===== src/rtl/quad_rail_link.sv =====
module quad_rail_link #(
  parameter int DW = 8
) (
  input  logic          clk,
  input  logic          rst_n,
  input  logic          s_valid,
  input  logic [DW-1:0] s_data,
  input  logic          s_last,
  output logic          s_ready,
  output logic [4:0]    tx_wires,
  input  logic          tx_ack,
  input  logic [4:0]    rx_wires,
  output logic          rx_ack,
  output logic          m_valid,
  output logic [DW-1:0] m_data,
  output logic          m_last,
  output logic          err
);
  localparam int NS = DW / 2;
  localparam int CW = (NS > 1) ? $clog2(NS) : 1;
  localparam logic [CW-1:0] LASTC = CW'(NS - 1);

  typedef enum logic [2:0] {IDLE, SYM, SYMZ, EOP, EOPZ} tx_st_t;

  tx_st_t        st;
  logic [DW-1:0] sh;
  logic [CW-1:0] tcnt;
  logic          lastq;

  assign s_ready  = (st == IDLE) && !tx_ack;
  assign tx_wires = (st == SYM) ? {1'b0, 4'b0001 << sh[1:0]} :
                    (st == EOP) ? 5'b10000 : 5'b00000;

  always_ff @(posedge clk or negedge rst_n) begin
    if (!rst_n) begin
      st    <= IDLE;
      sh    <= '0;
      tcnt  <= '0;
      lastq <= 1'b0;
    end else begin
      case (st)
        IDLE: if (s_valid && s_ready) begin
          sh    <= s_data;
          lastq <= s_last;
          tcnt  <= '0;
          st    <= SYM;
        end
        SYM:  if (tx_ack) st <= SYMZ;
        SYMZ: if (!tx_ack) begin
          if (tcnt == LASTC) begin
            st <= lastq ? EOP : IDLE;
          end else begin
            tcnt <= tcnt + 1'b1;
            sh   <= sh >> 2;
            st   <= SYM;
          end
        end
        EOP:  if (tx_ack) st <= EOPZ;
        EOPZ: if (!tx_ack) st <= IDLE;
        default: st <= IDLE;
      endcase
    end
  end

  logic          one, bad;
  logic [1:0]    dv;
  logic [DW-1:0] acc, pbyte, nxt;
  logic [CW-1:0] rcnt;
  logic          pend;

  assign one = $onehot(rx_wires);
  assign bad = $countones(rx_wires) > 1;
  assign dv  = {rx_wires[3] | rx_wires[2], rx_wires[3] | rx_wires[1]};
  assign nxt = {dv, acc[DW-1:2]};

  always_ff @(posedge clk or negedge rst_n) begin
    if (!rst_n) begin
      rx_ack  <= 1'b0;
      acc     <= '0;
      pbyte   <= '0;
      rcnt    <= '0;
      pend    <= 1'b0;
      m_valid <= 1'b0;
      m_data  <= '0;
      m_last  <= 1'b0;
      err     <= 1'b0;
    end else begin
      m_valid <= 1'b0;
      m_last  <= 1'b0;
      err     <= bad;
      if (!rx_ack) begin
        if (one) begin
          rx_ack <= 1'b1;
          if (pend) begin
            m_valid <= 1'b1;
            m_data  <= pbyte;
            m_last  <= rx_wires[4];
            pend    <= 1'b0;
          end
          if (rx_wires[4]) begin
            rcnt <= '0;
          end else begin
            acc <= nxt;
            if (rcnt == LASTC) begin
              rcnt  <= '0;
              pend  <= 1'b1;
              pbyte <= nxt;
            end else begin
              rcnt <= rcnt + 1'b1;
            end
          end
        end
      end else if (rx_wires == 5'b00000) begin
        rx_ack <= 1'b0;
      end
    end
  end
endmodule



===== config.mk =====
export PLATFORM = sky130hd
export DESIGN_NAME = quad_rail_link
export DESIGN_NICKNAME = d
export VERILOG_FILES = /design/src/rtl/quad_rail_link.sv
export SDC_FILE = /design/constraint.sdc
export NUM_CORES = 1
export LEC_CHECK = 0
export ABC_AREA = 1
export BUFFER_PORTS_ARGS = -buffer_cell sky130_fd_sc_hd__buf_2
export CORE_MARGIN = 1
export CORE_UTILIZATION = 45
export DETAILED_ROUTE_END_ITERATION = 8
export GPL_TIMING_DRIVEN = 1
export PLACE_DENSITY = 0.68
export SYNTH_ARGS = -nofsm -noshare
export SYNTH_HDL_FRONTEND = slang
export SYNTH_SLANG_ARGS = --single-unit

===== constraint.sdc =====
create_clock -name clk -period 3 [get_ports clk]
set_input_delay 0.6 -clock clk [delete_from_list [all_inputs] [get_ports clk]]
set_output_delay 0.6 -clock clk [all_outputs]
set_load 0.01 [all_outputs]

== Word-level counts from Yosys, hierarchy flattened ==
Cells that the tools add are included.

* Bits in registers: 45
* Logic and storage cells: 86

* Add/sub/neg operators: 10
* Order comparisons: 1
* Equal/unequal tests: 13
* Shift operators: 1
* Mux-type cells: 31
* Bitwise gates (word level): 4
* Reductions and logical operators: 13

{| class="wikitable"
|+ Operator list
! cell !! number
|-
| 8-bit 2-to-1 mux || 3
|-
| 8-bit case mux with 2 select lines || 1
|-
| 3-bit 2-to-1 mux || 5
|-
| 3-bit case mux with 5 select lines || 1
|-
| 2-bit 2-to-1 mux || 7
|-
| 1-bit 2-to-1 mux || 11
|-
| 5-bit 2-to-1 mux || 2
|-
| 2-bit != test (second input constant) || 5
|-
| 1-bit by 1-bit adder with 2-bit output || 4
|-
| 4-bit AND reduction || 2
|-
| 2-bit by 2-bit adder with 3-bit output || 2
|-
| 3-bit by 1-bit equality test with 1-bit output (second input constant) || 2
|-
| 3-bit by 2-bit equality test with 1-bit output (second input constant) || 2
|-
| 3-bit AND reduction || 2
|-
| 5-bit zero test || 1
|-
| 5-bit AND reduction || 1
|-
| 2-bit by 1-bit adder with 2-bit output (second input constant) || 2
|-
| 3-bit by 1-bit adder with 4-bit output || 1
|-
| 2-bit equality test (second input constant) || 2
|-
| 4-bit by 1-bit > comparator with 1-bit output (second input constant) || 1
|-
| 2-bit case mux with 2 select lines || 1
|-
| 2-bit AND reduction || 2
|-
| 1-bit by 2-bit left shift with 4-bit output (first input constant) || 1
|-
| 3-bit by 1-bit adder with 3-bit output || 1
|-
| other kinds (8) || 11
|}

== Longest topological paths before layout ==
Gate-level depths: netlist of run 1.

* Depth after elaboration: 6
* Mapped depth: 12

== Worst setup path after synthesis of run 1 ==
OpenSTA, ideal clock, no wires.

* Path type: input port to flip-flop
* Start: in rx_wires[0]
* End: reg pbyte[7]
* Library setup time: 0.117 ns
* Arrival: 2.597 ns
* Data required time: 2.883 ns
* Path slack: 0.287 ns
* Cell stages on the path: 11
* Path buffers: 0
* Path through: inv_1 -> fa_1 -> inv_1 -> fa_1 -> ha_1 -> inv_1 -> nand4_1 -> nor2_2 -> nand2_2 -> nand2_1 -> nand2_1

* Word-level cells in the longest chain between the ends: 5

{| class="wikitable"
|+ Ends and longest elaborated chain
! what !! line !! source
|-
| start, declared || 12 || <nowiki>input logic [4:0] rx_wires,</nowiki>
|-
| 1-bit by 1-bit adder with 2-bit output (implied by the code) || 71 || <nowiki>assign one = $onehot(rx_wires);</nowiki>
|-
| 2-bit by 2-bit adder with 3-bit output (implied by the code) || 71 ||
|-
| 3-bit by 1-bit adder with 3-bit output (implied by the code) || 71 ||
|-
| 3-bit by 1-bit equality test with 1-bit output || 71 ||
|-
| 4-bit AND reduction (no line) || n/a ||
|-
| end signal, assigned || 107 || <nowiki>pbyte <= nxt;</nowiki>
|-
| end, declared || 67 || <nowiki>logic [DW-1:0] acc, pbyte, nxt;</nowiki>
|}

No other way between the ends.
A chain may end at the register's enable or synchronous reset.

== Worst setup path in the final report of run 1 ==
* Start: in rx_wires[0]
* End: reg pbyte[4]

The elaborated chain is that of the path after synthesis.

==> impl_metrics.env, run 1 <==
export IMPL_status="completed"
export IMPL_antenna_found_initial=0
export IMPL_cts_tree="yes"
export IMPL_swShare_pct=38.34
export IMPL_r2r_slack_ns=1.32
export IMPL_yosys_top_cells_area="dfrtp_1 (52%), nand2_1 (19%), inv_1 (5.6%)"
export IMPL_initial_core_util_pct=47.29
export IMPL_num_fill_cells=404
export IMPL_drc=0
export IMPL_synthCells=252
export IMPL_ir_drop_uv=420.5
export IMPL_cts_setup_buffers=0
export IMPL_synth_top_area_share_pct=51.90
export IMPL_crit_type="input pin to register"
export IMPL_p_total_mw=2.015
export IMPL_worstPathArrival_ns=2.85
export IMPL_postRouteAntennaNets=0
export IMPL_die_x_um=69.88
export IMPL_powerDensity_nw_per_um2=827.1
export IMPL_cts_htree_levels=2
export IMPL_drive_above_1_share_pct=21.62
export IMPL_path_max_fanout=8
export IMPL_clkSinkCount=43
export IMPL_synth_seq_cells=43
export IMPL_cp_end_kind="register"
export IMPL_clkSlewWorstSetupHoldPaths_ns=0.08
export IMPL_diodes=0
export IMPL_yosysSeqAreaShare_pct=51.90
export IMPL_hold_viol=0
export IMPL_grt_pass1_wl_mm=6.858
export IMPL_die_area_sq_um=4883
export IMPL_viasPerCell=4.807
export IMPL_yosysMostFrequentCell="nand2_1"
export IMPL_yosysWarnings=0
export IMPL_drt_total_wl_mm=3.869
export IMPL_internal_power_mw=1.242
export IMPL_pwr_share_comb_pct=34.5
export IMPL_first_global_vias=1593
export IMPL_root_buffer="clkbuf_8"
export IMPL_worstSetupStartpointType="input pin"
export IMPL_io_buffers=35
export IMPL_final_nets=319
export IMPL_synthTopCellsByCount="nand2_1 (104), dfrtp_1 (43), inv_1 (31)"
export IMPL_reg2reg_depth=6
export IMPL_seqPwrFrac_pct=43.5
export IMPL_rows=24
export IMPL_fmax_mhz=383.4
export IMPL_rsz0062_at_grt="no"
export IMPL_setup_tns_ns=0
export IMPL_grt_max_degree=44
export IMPL_dr_pass1_iters=4
export IMPL_setup_viol=0
export IMPL_syn_mean_instance_area_sq_um=8.227
export IMPL_ctsResizeCount=0
export IMPL_pwr_share_clk_pct=22.1
export IMPL_grt_ovfl_total=0
export IMPL_slew_viol_final=0
export IMPL_synth_distinct_cells=26
export IMPL_ios=36
export IMPL_critPathCapture="pbyte[4]$_DFFE_PN0P_"
export IMPL_switching_power_uw=772.4
export IMPL_rr_endpoint="sh[6]$_DFFE_PN0P_"
export IMPL_grtUsageTotal_pct=17.62
export IMPL_tightest_slew_ns=0.9264
export IMPL_async_flop_share_pct=100.0
export IMPL_first_iter_violations=96
export IMPL_min_period_over_period_pct=86.93
export IMPL_cts_buffers_inserted=5
export IMPL_max_slew_margin_pct=38.24
export IMPL_gp_congestion=0.8616
export IMPL_syn_num_nets=276
export IMPL_wire_per_inst_um=11.12
export IMPL_fin_skew_ns=0.007066
export IMPL_vias=1673
export IMPL_drv_cap=0
export IMPL_netlist_area_sq_um=2073
export IMPL_p_leak_nw=1.410
export IMPL_timing_rr_start="st[1]$_DFFE_PN0P_"
export IMPL_hold_path_class="input pin to async pin"
export IMPL_post_route_min_period_ns=2.608
export IMPL_clkLatencyLatePin_ns=0.29
export IMPL_synth_edf_count=0
export IMPL_dp_hpwl_mm=2.766
export IMPL_die_y_um=69.88
export IMPL_holdBufCountCts=0
export IMPL_coreArea_sq_um=4384
export IMPL_post_synth_top_area_cell="dfrtp_1"
export IMPL_synthToLayoutAreaGrowth_pct=17.50
export IMPL_crit_start="rx_wires[0]"
export IMPL_cp_data_required_time_ns=3.24
export IMPL_clock_path_buffers=2
export IMPL_synth_ff_type="dfrtp_1"
[power groups by stage]
stage,Sequential [mW],Clock [mW],Combinational [mW]
2_1_floorplan,0.867,0,0.531
3_3_place_gp,0.886,0,0.686
3_5_place_dp,0.886,0,0.696
4_1_cts,0.876,0.455,0.700
5_1_grt,0.898,0.482,0.802
6_report,0.876,0.445,0.694
[kinds of logic after synthesis]
kind of cell	synth area share, %
AND/OR/NAND/NOR	31.93
buffers and inverters	6.940
AO/OA/AOI/OAI	4.888
adder cells (fa/ha/maj)	4.345
flip-flops	51.90
[state kept, by name, indices dropped and copies added, names as in the netlist]
| register | count |
|---|---|
| m_data | 8 |
| rcnt | 2 |
| m_last | 1 |
| sh | 8 |
| pbyte | 8 |
| tcnt | 2 |
| acc | 6 |
| m_valid | 1 |
| pend | 1 |
| lastq | 1 |
| st | 3 |
| err | 1 |
| rx_ack | 1 |
[routing by layer]
| layer | part of all wire, % | wire, um | vias up | track usage [%] |
|---|---|---|---|---|
| met1 | 49 | 1903 | 767 | 23.59 |
| met2 | 46 | 1786 | 25 | 28.10 |
| met3 | 3.6 | 141 | 6 | 4.906 |
| li1 | - | - | 875 | - |
| met5 | 0 | 0 | - | 0 |
| met4 | 0.93 | 36 | 0 | 5.111 |
[metrics by stage]
| step | cells | area (sq um) | util [%] | worst slack [ns] | hold WS (ns) |
|---|---|---|---|---|---|
| floorplan | 252 | 2073 | - | 0.2866 | 0.3044 |
| global placement | 340 | 2323 | 53.00 | 0.1602 | 0.4481 |
| detailed placement | 340 | 2323 | 53.00 | 0.07603 | 0.4574 |
| CTS | 348 | 2436 | 55.57 | 0.3823 | 0.4714 |
| global route | 348 | 2436 | 55.57 | 0.1825 | 0.5033 |
| finish | 348 | 2436 | 55.57 | 0.3921 | 0.4333 |
[final cells by class]
class,instances,area (sq um),share of cell area [%]
Timing Repair Buffer,38,197.7,8.115
Sequential cell,43,1076,44.17
Inverter,35,131.4,5.393
Clock inverter,3,43.79,1.798
Clock buffer,5,68.82,2.825
Multi-Input combinational cell,172,853.3,35.03
Tap cell,52,65.06,2.671
[layout by cell type (no fill, tap or decap), types with 2 or more instances in the layout]
cell type and n:
nor3_1 5, nand2_2 3, buf_4 3, o21ai_1 8, nand3_1 14, inv_1 31
fa_1 2, clkbuf_8 5, nand2_1 104, o21ai_0 7, nor2_1 6, buf_2 35
ha_1 4, inv_2 3, nor2_2 3, nand4_1 6, nor2_4 2, dfrtp_1 43
[how the worst min path moves through the flow]
stage	start	cells after the start	to	slack, ns
finish	rst_n	1	st[2]$_DFFE_PN0P_	0.43
global route	s_last	3	lastq$_DFFE_PN0P_	0.50
CTS	rst_n	1	st[2]$_DFFE_PN0P_	0.47
detailed placement	acc[7]$_DFFE_PN0P_	2	pbyte[5]$_DFFE_PN0P_	0.46
global placement	acc[7]$_DFFE_PN0P_	2	pbyte[5]$_DFFE_PN0P_	0.45
floorplan	rst_n	0	acc[2]$_DFFE_PN0P_	0.30
[critical path, cell delays in order]
cell	delay (ns)
buf_2	0.07
inv_1	0.06
fa_1	0.54
inv_1	0.05
fa_1	0.36
ha_1	0.29
inv_1	0.07
nand3_1	0.09
nor2_2	0.14
nand2_1	0.19
nor2_4	0.22
nand2_1	0.08
nand2_1	0.06
Note: power is estimated with default switching activity, not from simulation.
==> run 2, diff against run 1 <==
Settings changed: ABC_AREA 1 to default, PLACE_DENSITY 0.68 to 0.69.
==> run 2 against run 1 <==
Against the previous run: synthesized cell count down 41%; area after synthesis down 6.1%; global-route usage up 0.43 points; maximum frequency down 11%; combinational power down 38%; register-to-register slack worse by 0.41 ns; critical path type unchanged; critical endpoint is now acc[7]$_DFFE_PN0P_; largest power group unchanged; highest routed layer unchanged.
==> impl_metrics.env, run 2 <==
export IMPL_status="completed"
export IMPL_die_area_sq_um=4593
export IMPL_first_global_vias=1326
export IMPL_synthToLayoutAreaGrowth_pct=20.76
export IMPL_root_buffer="clkbuf_8"
export IMPL_gp_congestion=0.7298
export IMPL_netlist_area_sq_um=1947
export IMPL_setup_viol=0
export IMPL_cts_setup_buffers=0
export IMPL_hold_slack_ns=0.4483
export IMPL_ctsResizeCount=0
export IMPL_first_iter_violations=23
export IMPL_yosys_area_share_xor_xnor_pct=0.4499
export IMPL_tightest_slew_ns=0.9363
export IMPL_rsz0062_at_grt="no"
export IMPL_synth_compound_area_share_pct=3.213
export IMPL_ios=36
export IMPL_synthCells=148
export IMPL_drc=0
export IMPL_place_ws_ns=-0.2485
export IMPL_slew_viol_final=0
export IMPL_final_nets=218
export IMPL_fin_ws_ns=0.06599
export IMPL_p_leak_nw=1.196
export IMPL_fmax_mhz=340.8
export IMPL_powerDensity_nw_per_um2=687.5
export IMPL_cp_end_kind="register"
export IMPL_worstPathArrival_ns=3.11
export IMPL_post_synth_top_area_cell="dfrtp_1"
export IMPL_holdBufCountCts=0
export IMPL_cts_buffers_inserted=5
export IMPL_coreArea_sq_um=4086
export IMPL_yosysSeqAreaShare_pct=55.27
export IMPL_crit_type="input pin to register"
export IMPL_syn_mean_instance_area_sq_um=13.15
export IMPL_die_x_um=67.78
export IMPL_synth_ff_type="dfrtp_1"
export IMPL_r2r_slack_ns=0.91
export IMPL_die_y_um=67.78
export IMPL_worstSetupStartpointType="input pin"
export IMPL_grt_max_degree=44
export IMPL_synthTopCellsByCount="dfrtp_1 (43), mux2_2 (38), nand2_1 (12)"
export IMPL_async_flop_share_pct=100.0
export IMPL_muxShareOfSynthArea_pct=22.49
export IMPL_path_max_fanout=6
export IMPL_final_cell_mix="dfrtp_1 (43), buf_2 (35), mux2_2 (32), nand2_1 (12), buf_4 (8)"
export IMPL_io_buffers=35
export IMPL_drive_above_1_share_pct=49.74
export IMPL_viasPerCell=5.091
export IMPL_synth_top_area_share_pct=55.27
export IMPL_syn_num_nets=172
export IMPL_diodes=0
export IMPL_synth_top_family_by_area="multiplexers"
export IMPL_cts_htree_levels=2
export IMPL_yosysWarnings=0
export IMPL_rr_endpoint="sh[0]$_DFFE_PN0P_"
export IMPL_clock_path_buffers=2
export IMPL_fin_area_sq_um=2351
export IMPL_max_slew_margin_pct=37.58
export IMPL_synth_edf_count=0
export IMPL_hold_viol=0
export IMPL_vias=1237
export IMPL_crit_start="rx_wires[3]"
export IMPL_fin_skew_ns=0.003787
export IMPL_post_route_min_period_ns=2.934
export IMPL_cts_tree="yes"
export IMPL_yosys_top_cells_area="dfrtp_1 (55%), mux2_2 (22%), ha_1 (2.6%)"
export IMPL_clkSlewWorstSetupHoldPaths_ns=0.07
export IMPL_postRouteAntennaNets=0
export IMPL_clkLatencyLatePin_ns=0.29
export IMPL_reg2reg_depth=4
export IMPL_yosysMostFrequentCell="dfrtp_1"
export IMPL_synth_adder_area_share_pct=4.627
export IMPL_synth_distinct_cells=30
export IMPL_top_regs="m_data: 8 flops, pbyte: 8 flops, sh: 8 flops"
export IMPL_wire_per_inst_um=13.81
export IMPL_hold_path_class="input pin to async pin"
export IMPL_grtUsageTotal_pct=18.05
export IMPL_dr_pass1_iters=4
export IMPL_synth_seq_cells=43
export IMPL_rows=23
export IMPL_ir_drop_uv=331.1
export IMPL_antenna_found_initial=0
export IMPL_initial_core_util_pct=47.64
export IMPL_clkSinkCount=43
export IMPL_synth_simple_area_share_pct=11.57
export IMPL_drv_cap=0
export IMPL_timing_rr_start="tcnt[0]$_DFFE_PN0P_"
export IMPL_final_common_cell="dfrtp_1"
export IMPL_dpl_cell_area_sq_um=2278
export IMPL_min_period_over_period_pct=97.80
export IMPL_dp_hpwl_mm=2.552
export IMPL_cp_data_required_time_ns=3.17
export IMPL_grt_pass1_wl_mm=5.885
export IMPL_drt_total_wl_mm=3.357
export IMPL_grt_ovfl_total=0
==> run 2: cell families (layout without fill, tap and decap cells) <==
family	after synthesis	in the layout
buffers and inverters	12	57
flip-flops	43	43
AO/OA/AOI/OAI	7	7
adder cells (fa/ha/maj)	6	6
AND/OR/NAND/NOR	40	40
multiplexers	39	39
XOR/XNOR	1	1
==> run 2: how the worst max path moves through the flow <==
stage                         endpoint  cells past startpoint
finish              acc[7]$_DFFE_PN0P_                      9
global route        acc[7]$_DFFE_PN0P_                      9
CTS                 acc[7]$_DFFE_PN0P_                      9
detailed placement  acc[7]$_DFFE_PN0P_                      9
global placement    acc[2]$_DFFE_PN0P_                      9
floorplan           acc[2]$_DFFE_PN0P_                      9
==> run 2: worst max-delay path, cell delays in order <==
cell and delay, ns:
buf_2 0.14, inv_8 0.03, fa_1 0.52, inv_1 0.06, fa_2 0.38, ha_4 0.26
or4b_1 0.53, nor2_4 0.26, mux2_4 0.32
==> run 2: stage by stage <==
step           total power [mW]  TNS, ns  utilization [%]  instances
4_1_cts                   1.641        0            57.53        243
3_5_place_dp              1.309   -3.249            55.76        237
6_report                  1.616        0            57.53        243
2_1_floorplan             1.169  -0.4840                -        148
5_1_grt                   1.735        0            57.53        243
3_3_place_gp              1.264   -2.584            55.76        237
==> run 2: where the power goes <==
group          total (mW)  internal [mW]  leakage [nW]  switching (mW)
Sequential          0.856          0.733         0.559           0.123
Clock               0.328          0.155        0.0371           0.173
Combinational       0.432          0.258         0.600           0.174
Total                1.62           1.15          1.20           0.469
==> run 2: layout make-up <==
| type | instances | area [sq um] |
|---|---|---|
| Fill cell | 347 | 1735 |
| Tap cell | 50 | 62.56 |
| Inverter | 8 | 37.54 |
| Multi-Input combinational cell | 93 | 867.1 |
| Clock buffer | 6 | 72.57 |
| Timing Repair Buffer | 43 | 235.2 |
| Sequential cell | 43 | 1076 |
==> run 2: layer usage <==
layer	vias up	global-route usage [%]	share of wire, %
met2	22	30.45	50
met1	606	21.05	44
li1	602	-	-
met4	0	7.031	1.6
met3	7	6.081	4.2
met5	-	0	0
==> run 3, diff against run 2 <==
Settings changed: CELL_PAD_IN_SITES_DETAIL_PLACEMENT from default to 0, CELL_PAD_IN_SITES_GLOBAL_PLACEMENT from default to 1, PLACE_DENSITY 0.69 to 0.82.
==> run 3 against run 2 <==
Against the previous run: worst hold slack got worse by 0.0094 ns; cell area increased by 2.1%; routed wire length about the same; die area unchanged; clock-buffer cell count unchanged; clock power increased by 41%; clock skew increased by 0.00069 ns; total power increased by 8.5%; core utilization increased by 1.2 points; maximum frequency increased by 1.3%; largest power group unchanged; global-route usage about the same.
==> impl_metrics.env, run 3 (synthesized netlist as in run 2, its figures left out) <==
export IMPL_root_buffer="clkbuf_8"
export IMPL_clkLatencyLatePin_ns=0.30
export IMPL_drc=0
export IMPL_hold_path_class="input pin to async pin"
export IMPL_postRouteAntennaNets=0
export IMPL_pwr_share_comb_pct=24.9
export IMPL_crit_type="input pin to register"
export IMPL_final_nets=218
export IMPL_p_leak_nw=1.223
export IMPL_dr_pass1_iters=3
export IMPL_ctsResizeCount=0
export IMPL_diodes=0
export IMPL_viasPerCell=4.988
export IMPL_final_cells=245
export IMPL_place_inst=237
export IMPL_fin_area_sq_um=2400
export IMPL_cts_setup_buffers=0
export IMPL_grt_ovfl_total=0
export IMPL_synthToLayoutAreaGrowth_pct=23.26
export IMPL_switching_power_uw=491.4
export IMPL_coreArea_sq_um=4086
export IMPL_seqPwrFrac_pct=48.7
export IMPL_rsz0062_at_grt="no"
export IMPL_die_area_sq_um=4593
export IMPL_final_common_cell="dfrtp_1"
export IMPL_vias=1222
export IMPL_finish_utilization_pct=58.73
export IMPL_multi_input_area_sq_um=870.8
export IMPL_cp_end_kind="register"
export IMPL_dp_hpwl_mm=2.507
export IMPL_setup_viol=0
export IMPL_rows=23
export IMPL_holdBufCountCts=0
export IMPL_max_slew_margin_pct=38.50
export IMPL_pwr_share_clk_pct=26.5
export IMPL_initial_core_util_pct=47.64
export IMPL_ios=36
export IMPL_internal_power_mw=1.263
export IMPL_top_regs="m_data: 8 flops, pbyte: 8 flops, sh: 8 flops"
export IMPL_hold_viol=0
export IMPL_fmax_mhz=345.4
export IMPL_worstSetupStartpointType="input pin"
export IMPL_cp_data_required_time_ns=3.18
export IMPL_worstPathArrival_ns=3.08
export IMPL_critPathTopFamily="adder cells"
export IMPL_grt_pass1_wl_mm=5.878
export IMPL_first_iter_violations=46
export IMPL_crit_buf_inv=3
export IMPL_drt_total_wl_mm=3.355
export IMPL_grt_max_degree=44
export IMPL_die_y_um=67.78
export IMPL_final_cell_mix="dfrtp_1 (43), buf_2 (35), mux2_2 (32), nand2_1 (12), buf_4 (8)"
export IMPL_drv_cap=0
export IMPL_cts_htree_levels=2
export IMPL_drive_above_1_share_pct=51.28
export IMPL_tightest_slew_ns=0.9225
export IMPL_io_buffers=35
export IMPL_die_x_um=67.78
export IMPL_num_fill_cells=337
export IMPL_critPathSlowestCell="fa_1"
export IMPL_first_global_vias=1219
export IMPL_antenna_found_initial=0
export IMPL_wire_per_inst_um=13.69
export IMPL_cts_tree="yes"
export IMPL_path_max_fanout=6
export IMPL_clkSinkCount=43
export IMPL_ir_drop_uv=341.8
export IMPL_critical_path_max_stage_delay_ns=0.53
export IMPL_post_route_min_period_ns=2.895
export IMPL_swShare_pct=28.01
export IMPL_cts_buffers_inserted=5
export IMPL_min_period_over_period_pct=96.50
export IMPL_crit_path_cell_trace="buf_2, inv_8, fa_1, inv_1, fa_2, ha_4, or4b_4, nor2_4, mux2_4"
export IMPL_slew_viol_final=0
export IMPL_dpl_cell_area_sq_um=2278
export IMPL_powerDensity_nw_per_um2=731.0
export IMPL_clock_path_buffers=2
export IMPL_grtUsageTotal_pct=18.07
export IMPL_fin_skew_ns=0.004473
export IMPL_register_area_sq_um=1076
export IMPL_gp_congestion=0.7225
export IMPL_clkSlewWorstSetupHoldPaths_ns=0.08
export IMPL_hold_slack_ns=0.4389
export IMPL_status="completed"
-- run 3: changes by cell type in the layout (fill, tap and decap cells not counted), sizes merged --
| cell | previous run | this run |
|---|---|---|
| clkinv | 0 | 1 |
| bufinv | 0 | 1 |
-- run 3: per-stage QoR --
step           power [mW]  TNS (ns)  setup slack, ns
6_report            1.754         0           0.1049
5_1_grt             1.869         0          0.01179
4_1_cts             1.774         0          0.03335
3_5_place_dp        1.305    -4.054          -0.2962
3_3_place_gp        1.267    -2.459          -0.1986
2_1_floorplan       1.169   -0.4840         -0.08066
-- run 3: final cells by class --
| class | count | share of cell area (%) |
|---|---|---|
| clock buffer | 6 | 3.441 |
| tap | 50 | 2.607 |
| inverter | 8 | 1.564 |
| clock inverter | 2 | 1.460 |
| multi-input combinational | 93 | 36.29 |
| sequential | 43 | 44.84 |
| timing repair buffer | 43 | 9.802 |
-- run 3: worst register-to-register path: cells and delay by family, from the launching register on --
kind	cells	cell delay (ns)
adders and majority gates	1	0.24
and+or+nand+nor	1	0.19
DFF	1	0.40
AOI/OAI and AO/OA	1	0.73
muxes	1	0.42
-- run 3: worst paths after layout --
kind,from,end,slack [ns],depth (start not counted)
setup / recovery,rx_wires[3],acc[4]$_DFFE_PN0P_,0.10,9
hold / removal,rst_n,st[2]$_DFFE_PN0P_,0.44,1
hold reg to reg,m_data[4]$_DFFE_PN0P_,m_data[4]$_DFFE_PN0P_,0.50,1
max in group asynchronous,rst_n,sh[5]$_DFFE_PN0P_,1.99,1
setup reg to reg,tcnt[0]$_DFFE_PN0P_,sh[6]$_DFFE_PN0P_,0.92,4
min in group clk,m_data[4]$_DFFE_PN0P_,m_data[4]$_DFFE_PN0P_,0.50,1
-- run 3: power groups by stage --
| stage | logic, mW | clock network (mW) | registers [mW] |
|---|---|---|---|
| after floorplan | 0.353 | 0 | 0.817 |
| after global placement | 0.413 | 0 | 0.854 |
| after detailed placement | 0.439 | 0 | 0.866 |
| after CTS | 0.442 | 0.476 | 0.855 |
| after global routing | 0.488 | 0.498 | 0.883 |
| final | 0.436 | 0.464 | 0.854 |
-- run 3: layer usage --
| metal | vias up | wire length (um) | track usage [%] |
|---|---|---|---|
| met2 | 22 | 1679 | 29.83 |
| met4 | 0 | 61 | 7.813 |
| met5 | - | 0 | 0 |
| met3 | 6 | 142 | 5.574 |
| li1 | 602 | - | - |
| met1 | 592 | 1471 | 21.63 |
